`src/rtl/sst_pkg.sv`:
```
package sst_pkg;

  // index of the lowest set bit (0 when none); vectors up to 64 bits
  function automatic int first_set(input logic [63:0] v);
    int r;
    r = 0;
    for (int i = 63; i >= 0; i--) begin
      if (v[i]) r = i;
    end
    return r;
  endfunction

endpackage

```
`src/rtl/sst_id_alloc.sv`:
```
module sst_id_alloc #(
  parameter int NUM_IDS = 16,
  localparam int IW = $clog2(NUM_IDS)
) (
  input  logic               clk,
  input  logic               rst_n,
  input  logic               req,
  input  logic               two,
  input  logic [NUM_IDS-1:0] rbit,
  output logic               stall,
  output logic               accept,
  output logic [IW-1:0]      id_a,
  output logic [IW-1:0]      id_b,
  output logic [NUM_IDS-1:0] bit_a,
  output logic [NUM_IDS-1:0] bit_b,
  output logic [NUM_IDS-1:0] free_map
);
  import sst_pkg::*;

  logic [NUM_IDS-1:0] free_q;
  logic [NUM_IDS-1:0] rest;
  logic [NUM_IDS-1:0] take;

  // isolate lowest and second-lowest free bits
  assign bit_a = free_q & (~free_q + NUM_IDS'(1));
  assign rest  = free_q & ~bit_a;
  assign bit_b = rest & (~rest + NUM_IDS'(1));
  assign id_a  = IW'(first_set(64'(bit_a)));
  assign id_b  = IW'(first_set(64'(bit_b)));

  assign stall  = req & ((free_q == '0) | (two & (rest == '0)));
  assign accept = req & ~stall;
  assign take   = accept ? (bit_a | (two ? bit_b : '0)) : '0;

  always_ff @(posedge clk) begin
    if (!rst_n) free_q <= '1;
    else        free_q <= (free_q & ~take) | rbit;
  end

  assign free_map = free_q;


  stall_hold_chk: assert property (@(posedge clk) disable iff (!rst_n)
    (stall && (rbit == '0)) |=> $stable(free_q));


  freed_back_chk: assert property (@(posedge clk) disable iff (!rst_n)
    (rbit != '0) |=> ((free_q & $past(rbit)) == $past(rbit)));

endmodule

```
`src/rtl/sst_ctx_state.sv`:
```
module sst_ctx_state #(
  parameter int NUM_CTX = 8,
  parameter int NUM_IDS = 16,
  localparam int CW = $clog2(NUM_CTX)
) (
  input  logic               clk,
  input  logic               rst_n,
  input  logic               br_go,
  input  logic [CW-1:0]      br_ctx,
  input  logic               two,
  input  logic [CW-1:0]      fork_ctx,
  input  logic [NUM_IDS-1:0] bit_a,
  input  logic [NUM_IDS-1:0] bit_b,
  input  logic [NUM_IDS-1:0] rbit,
  input  logic [CW-1:0]      st_ctx,
  input  logic [CW-1:0]      ld_ctx,
  output logic [NUM_IDS-1:0] st_tag,
  output logic [NUM_IDS-1:0] ld_mask,
  output logic [NUM_IDS-1:0] mask_union
);

  logic [NUM_IDS-1:0] tag_all  [NUM_CTX];
  logic [NUM_IDS-1:0] mask_all [NUM_CTX];
  logic [NUM_IDS-1:0] parent;

  assign parent = mask_all[br_ctx];

  for (genvar g = 0; g < NUM_CTX; g++) begin : g_ctx
    logic [NUM_IDS-1:0] tag_q, mask_q, tag_d, mask_d;

    always_comb begin
      tag_d  = tag_q;
      mask_d = mask_q;
      if (br_go && (br_ctx == CW'(g))) begin
        tag_d  = bit_a;
        mask_d = parent | bit_a;
      end
      if (br_go && two && (fork_ctx == CW'(g))) begin
        tag_d  = bit_b;
        mask_d = parent | bit_b;
      end
      // a resolved ID vanishes from every lineage
      tag_d  = tag_d & ~rbit;
      mask_d = mask_d & ~rbit;
    end

    always_ff @(posedge clk) begin
      if (!rst_n) begin
        tag_q  <= '0;
        mask_q <= '0;
      end else begin
        tag_q  <= tag_d;
        mask_q <= mask_d;
      end
    end

    assign tag_all[g]  = tag_q;
    assign mask_all[g] = mask_q;


    tag_onehot_chk: assert property (@(posedge clk) disable iff (!rst_n)
      $onehot0(tag_q));


    mask_holds_tag_chk: assert property (@(posedge clk) disable iff (!rst_n)
      ((tag_q & ~mask_q) == '0));
  end

  assign st_tag  = tag_all[st_ctx];
  assign ld_mask = mask_all[ld_ctx];

  always_comb begin
    mask_union = '0;
    for (int c = 0; c < NUM_CTX; c++) mask_union = mask_union | mask_all[c];
  end

endmodule

```
`src/rtl/sst_store_buf.sv`:
```
module sst_store_buf #(
  parameter int SB_DEPTH = 16,
  parameter int NUM_IDS  = 16,
  parameter int AW       = 16,
  localparam int SLW = $clog2(SB_DEPTH)
) (
  input  logic                clk,
  input  logic                rst_n,
  input  logic                ins_valid,
  output logic                ins_ready,
  input  logic [NUM_IDS-1:0]  ins_tag,
  input  logic [AW-1:0]       ins_addr,
  output logic [SLW-1:0]      ins_slot,
  input  logic                dr_valid,
  input  logic [SLW-1:0]      dr_slot,
  input  logic [NUM_IDS-1:0]  rbit,
  input  logic                rs_ok,
  input  logic                ld_valid,
  input  logic [NUM_IDS-1:0]  ld_mask,
  input  logic [AW-1:0]       ld_addr,
  output logic [SB_DEPTH-1:0] cand,
  output logic                hit,
  output logic [SLW-1:0]      hit_slot
);
  import sst_pkg::*;

  logic [SB_DEPTH-1:0] valid;
  logic [SB_DEPTH-1:0] sel;
  logic [SB_DEPTH-1:0] win;
  logic                ins_go;

  assign ins_ready = ~&valid;
  assign sel       = ~valid & (valid + SB_DEPTH'(1));
  assign ins_slot  = SLW'(first_set(64'(sel)));
  assign ins_go    = ins_valid & ins_ready;

  for (genvar g = 0; g < SB_DEPTH; g++) begin : g_ent
    localparam logic [SB_DEPTH-1:0] SELF = SB_DEPTH'(1) << g;
    logic                v_q, v_d;
    logic [NUM_IDS-1:0]  t_q, t_d;
    logic [AW-1:0]       a_q, a_d;
    logic [SB_DEPTH-1:0] y_q, y_d;   // y_q[j]: this entry is younger than j

    always_comb begin
      v_d = v_q;
      t_d = t_q;
      a_d = a_q;
      y_d = y_q;
      if (dr_valid && (dr_slot == SLW'(g))) v_d = 1'b0;
      if (ins_go) begin
        if (sel[g]) begin
          v_d = 1'b1;
          t_d = ins_tag;
          a_d = ins_addr;
          y_d = valid & ~SELF;
        end else begin
          y_d = y_q & ~sel;
        end
      end
      if ((rbit != '0) && (t_d == rbit)) begin
        if (rs_ok) t_d = '0;
        else       v_d = 1'b0;
      end
    end

    always_ff @(posedge clk) begin
      if (!rst_n) begin
        v_q <= 1'b0;
        t_q <= '0;
        a_q <= '0;
        y_q <= '0;
      end else begin
        v_q <= v_d;
        t_q <= t_d;
        a_q <= a_d;
        y_q <= y_d;
      end
    end

    assign valid[g] = v_q;
    assign cand[g]  = ld_valid & v_q & (a_q == ld_addr) &
                      ((t_q == '0) | ((t_q & ld_mask) != '0));
    assign win[g]   = cand[g] & (&(~cand | y_q | SELF));
  end

  assign hit      = |win;
  assign hit_slot = SLW'(first_set(64'(win)));


  one_winner_chk: assert property (@(posedge clk) disable iff (!rst_n)
    $onehot0(win));


  hit_cand_chk: assert property (@(posedge clk) disable iff (!rst_n)
    hit |-> cand[hit_slot]);


  ins_lands_chk: assert property (@(posedge clk) disable iff (!rst_n)
    (ins_go && (ins_tag == '0)) |=> valid[$past(ins_slot)]);


  drain_chk: assert property (@(posedge clk) disable iff (!rst_n)
    (dr_valid && !(ins_go && sel[dr_slot])) |=> !valid[$past(dr_slot)]);

endmodule

```
`src/rtl/spec_store_tracker.sv`:
```
module spec_store_tracker #(
  parameter int NUM_IDS  = 16,
  parameter int SB_DEPTH = 16,
  parameter int NUM_CTX  = 8,
  parameter int AW       = 16,
  localparam int IW  = $clog2(NUM_IDS),
  localparam int SLW = $clog2(SB_DEPTH),
  localparam int CW  = $clog2(NUM_CTX)
) (
  input  logic                clk,
  input  logic                rst_n,
  input  logic                br_valid,
  input  logic [CW-1:0]       br_ctx,
  input  logic                br_fork,
  input  logic [CW-1:0]       br_fork_ctx,
  output logic                br_stall,
  output logic [IW-1:0]       br_id_a,
  output logic [IW-1:0]       br_id_b,
  input  logic                st_valid,
  output logic                st_ready,
  input  logic [CW-1:0]       st_ctx,
  input  logic [AW-1:0]       st_addr,
  output logic [SLW-1:0]      st_slot,
  input  logic                ld_valid,
  input  logic [CW-1:0]       ld_ctx,
  input  logic [AW-1:0]       ld_addr,
  output logic [SB_DEPTH-1:0] ld_cand,
  output logic                ld_hit,
  output logic [SLW-1:0]      ld_hit_slot,
  input  logic                rs_valid,
  input  logic [IW-1:0]       rs_id,
  input  logic                rs_correct,
  input  logic                dr_valid,
  input  logic [SLW-1:0]      dr_slot
);

  logic [NUM_IDS-1:0] rbit, bit_a, bit_b, free_map;
  logic [NUM_IDS-1:0] st_tag, ld_mask, mask_union;
  logic               br_go;

  assign rbit = rs_valid ? (NUM_IDS'(1) << rs_id) : '0;

  sst_id_alloc #(.NUM_IDS(NUM_IDS)) u_alloc (
    .clk(clk), .rst_n(rst_n),
    .req(br_valid), .two(br_fork), .rbit(rbit),
    .stall(br_stall), .accept(br_go),
    .id_a(br_id_a), .id_b(br_id_b),
    .bit_a(bit_a), .bit_b(bit_b), .free_map(free_map)
  );

  sst_ctx_state #(.NUM_CTX(NUM_CTX), .NUM_IDS(NUM_IDS)) u_ctx (
    .clk(clk), .rst_n(rst_n),
    .br_go(br_go), .br_ctx(br_ctx), .two(br_fork), .fork_ctx(br_fork_ctx),
    .bit_a(bit_a), .bit_b(bit_b), .rbit(rbit),
    .st_ctx(st_ctx), .ld_ctx(ld_ctx),
    .st_tag(st_tag), .ld_mask(ld_mask), .mask_union(mask_union)
  );

  sst_store_buf #(.SB_DEPTH(SB_DEPTH), .NUM_IDS(NUM_IDS), .AW(AW)) u_sb (
    .clk(clk), .rst_n(rst_n),
    .ins_valid(st_valid), .ins_ready(st_ready),
    .ins_tag(st_tag), .ins_addr(st_addr), .ins_slot(st_slot),
    .dr_valid(dr_valid), .dr_slot(dr_slot),
    .rbit(rbit), .rs_ok(rs_correct),
    .ld_valid(ld_valid), .ld_mask(ld_mask), .ld_addr(ld_addr),
    .cand(ld_cand), .hit(ld_hit), .hit_slot(ld_hit_slot)
  );


  free_disjoint_chk: assert property (@(posedge clk) disable iff (!rst_n)
    ((mask_union & free_map) == '0));

endmodule

```
`config.mk`:
```
export PLATFORM = sky130hd
export DESIGN_NAME = spec_store_tracker
export DESIGN_NICKNAME = d
export VERILOG_FILES = /design/src/rtl/sst_pkg.sv /design/src/rtl/sst_id_alloc.sv /design/src/rtl/sst_ctx_state.sv /design/src/rtl/sst_store_buf.sv /design/src/rtl/spec_store_tracker.sv
export SDC_FILE = /design/constraint.sdc
export NUM_CORES = 2
export LEC_CHECK = 0
export BUFFER_PORTS_ARGS = -buffer_cell sky130_fd_sc_hd__clkbuf_2
export CAP_MARGIN = 5
export CORE_MARGIN = 1
export CORE_UTILIZATION = 60
export CTS_CLUSTER_DIAMETER = 100
export DETAILED_ROUTE_END_ITERATION = 8
export PLACE_DENSITY = 0.8
export SLEW_MARGIN = 30
export SYNTH_ARGS = -nofsm -noshare
export SYNTH_HDL_FRONTEND = slang
export SYNTH_SLANG_ARGS = --single-unit
```
`constraint.sdc`:
```
create_clock -name clk -period 8.2 [get_ports clk]
set_clock_uncertainty 0.2 [all_clocks]
set_input_delay 0.41 -clock clk [delete_from_list [all_inputs] [get_ports clk]]
set_output_delay 0.41 -clock clk [all_outputs]
set_load 0.05 [all_outputs]
```
==> impl_metrics.ini <==
[placed_design]
place_congestion = 1.01
post_dp_cell_area_sq_um = 54000
hpwl_mm = 129
port_buffers = 95
dp_cells = 7408
dp_worst_setup_slack_ns = 1.23

[cells_and_area]
areaGrowthSynthToFinish_pct = 8.67
drive_above_1_share_pct = 9.76
fill_cells = 7080
finalNetCount = 6423
final_cells = 7605
final_area_sq_um = 57700

[drt]
drc = 8
drtIter0Drc = 7778
routedWlPerCell_um = 26.7
drt_first_pass_iters = 9
vias = 51800
wirelength_mm = 203
vias_per_cell = 6.82
ant_nets = 0

[power]
ir_drop_v = 0.000179
p_per_area_nw_per_um2 = 193
power_leakage_nw = 20.6

[setup_path]
crit_fanout = 15
path_cells = clkbuf_2 > nor2b_1 > a22oi_1 > and2_1 > a22o_1 > a221oi_1 > a41o_1 > inv_2 > a221o_1 > or4_1 > nor3_1 > o211ai_1 > a221o_1 > a211oi_1 > clkbuf_2
slowest_stage = a41o_1
path_class = in -> out
startpoint_type = input port
required_ns = 7.59
r2r_slack_ns = 2.19
cp-end-kind = primary output
max_stage_delay_ns = 0.93
critical_path_arrival_ns = 6.66

[global_route]
track_usage_pct = 43.5
grt_pass1_vias = 48000
grt_overflow = 0
grt_max_degree = 257
antenna_found_initial = 7
grt_first_pass_wirelength_mm = 298

[timing]
finalCritPeriodShare_pct = 88.6
tns_ns = 0
finalSetupViolCount = 0
hold_viol_final = 0
finalCriticalPeriod_ns = 7.27
slew_viol_final = 0
fmax_mhz = 138
worst_pin_slew_ns = 1.12
setup_ws_ns = 0.935
relSlewSlack_pct = 25.6
rsz0062_at_grt = false

[cts]
clk_latency_ns = 0.71
ctsHoldBuffers = 0
cts_setup_buffers = 0
root_buffer = clkbuf_16
clock-sinks = 1040
clk_path_buf_depth = 3
post_cts_resized = 0
cts_buffers = 106
cts_tree = done
path_clk_slew_ns = 0.06
htreeDepth = 3

[synthesis]
yosysTopAreaCellShare_pct = 39.2
ys_seq_elements = 1040
synth_commonest_cells = dfxtp_1 (1040), nand2_1 (980), nor2_1 (803)
syn-instance-count = 6613
async_reset_ff_share_pct = 0
yosysTopAreaCell = dfxtp_1
synth_edf_count = 0
yosysSeqAreaShare_pct = 39.2
synth.area.top_cells = dfxtp_1 (39%), nand2_1 (6.9%), xnor2_1 (6.2%), nor2_1 (5.7%), a21oi_1 (4.9%)
synth_nets = 6674
ys.flop_type = dfxtp_1
post-synth-top-count-cell = dfxtp_1
synth.cell_area_sq_um = 53100
synth_cell_types = 92
yosysWarnings = 0
synth_area_per_cell_sq_um = 8.03

[run]
cap_viol_max_count = 0

[outcome]
outcome = finished, violations left
failed_checks = design-rule violations

[die]
rows = 108
fp.dieArea_sq_um = 89700
coreArea_sq_um = 87200
dieWidth_um = 299
ios = 96
fp.dieH_um = 299
start_util_pct = 60.9

[worst_hold_path]
hold_class = in -> reg
[power by group]
group	switching (W)	internal, W	total [W]
logic	0.000637	0.000257	0.000894
clock network	0.00214	0.00302	0.00516
registers	0.0000290	0.00508	0.00511
total	0.00281	0.00836	0.0112
[flip-flops by register name, summed over array words and instances, names as in the netlist]
name,count
u_alloc.free_map,16
u_ctx.g_ctx.mask_q,128
u_ctx.g_ctx.tag_q,128
u_sb.g_ent.a_q,256
u_sb.g_ent.t_q,256
u_sb.g_ent.v_q,16
u_sb.g_ent.y_q,240
[final timing paths]
| check | startpoint | endpoint | cells past startpoint |
|---|---|---|---|
| setup reg to reg | u_sb.g_ent[3].v_q | u_sb.g_ent[13].t_q[4] | 13 |
| setup / recovery | ld_ctx[1] | ld_hit_slot[1] | 15 |
| hold / removal | dr_slot[2] | u_sb.g_ent[1].v_q | 5 |
| hold reg to reg | u_sb.g_ent[0].y_q[10] | u_sb.g_ent[0].y_q[10] | 2 |
[kinds of logic after synthesis]
logic type	Yosys count	share of synthesized area (%)
fa+ha+maj	2	0.0377
xor+xnor	516	8.51
compound gates	1550	18.7
mux	279	6.82
flops	1040	39.2
simple gates	2569	21.7
buf+inv	657	5.00
[per-stage QoR]
| stage | total power, W | utilization, % | hold WS [ns] |
|---|---|---|---|
| floorplan | 0.00577 | - | 0.225 |
| global placement | 0.00605 | 61.8 | 0.238 |
| detailed placement | 0.00607 | 61.9 | 0.244 |
| CTS | 0.0111 | 66.1 | 0.0402 |
| global route | 0.0114 | 66.2 | 0.113 |
| finish | 0.0112 | 66.2 | 0.0590 |
[cell usage in the layout, fill, tap and decap left out, types with 19 or more instances in the layout]
cell,Yosys,final
a21boi_0,274,274
clkbuf_16,0,106
o22a_1,27,27
clkbuf_2,4,93
nand2b_1,29,28
nor2_1,803,789
nand4_1,139,139
nand3_1,168,165
xnor2_1,374,374
mux4_2,65,65
and4_1,19,19
a22oi_1,53,53
nor3_1,56,51
o22ai_1,184,184
and2_1,34,33
clkbuf_8,0,26
xor2_1,142,142
dfxtp_1,1040,1039
nor4_1,128,125
nor2b_1,116,115
inv_1,50,50
nand2_1,980,972
mux2i_1,202,186
a211oi_1,61,61
o21ai_0,212,212
a21oi_1,516,515
clkinv_2,0,20
buf_4,20,148
o21a_1,47,47
[per-layer routing]
| metal | up-vias | routed length [um] | share of wire, % | global-route usage [%] |
|---|---|---|---|---|
| li1 | 22400 | - | - | - |
| met1 | 24200 | 72600 | 36 | 54.0 |
| met2 | 4049 | 86000 | 42 | 65.5 |
| met3 | 1117 | 28500 | 14 | 13.1 |
| met4 | 10 | 15600 | 7.7 | 28.0 |
| met5 | - | 57 | 0.028 | 0 |
[critical path: cells and delay by family]
family	cells	cell delay, ns
compound gates	8	3.17
simple gates	4	2.13
buf+inv	3	0.89
[layout make-up]
| class | count | area [sq um] | share of cell area [%] |
|---|---|---|---|
| clock buffers | 147 | 3070 | 5.31 |
| flip-flops and latches | 1040 | 20800 | 36.1 |
| well taps | 1155 | 1450 | 2.50 |
| diodes | 6 | 15.0 | 0.0260 |
| repair buffers | 246 | 1660 | 2.88 |
| multi-input cells | 4916 | 29900 | 51.8 |
| inverters | 52 | 195 | 0.338 |
| clock inverters | 43 | 604 | 1.05 |
Note: power is estimated with default switching activity, not from simulation.
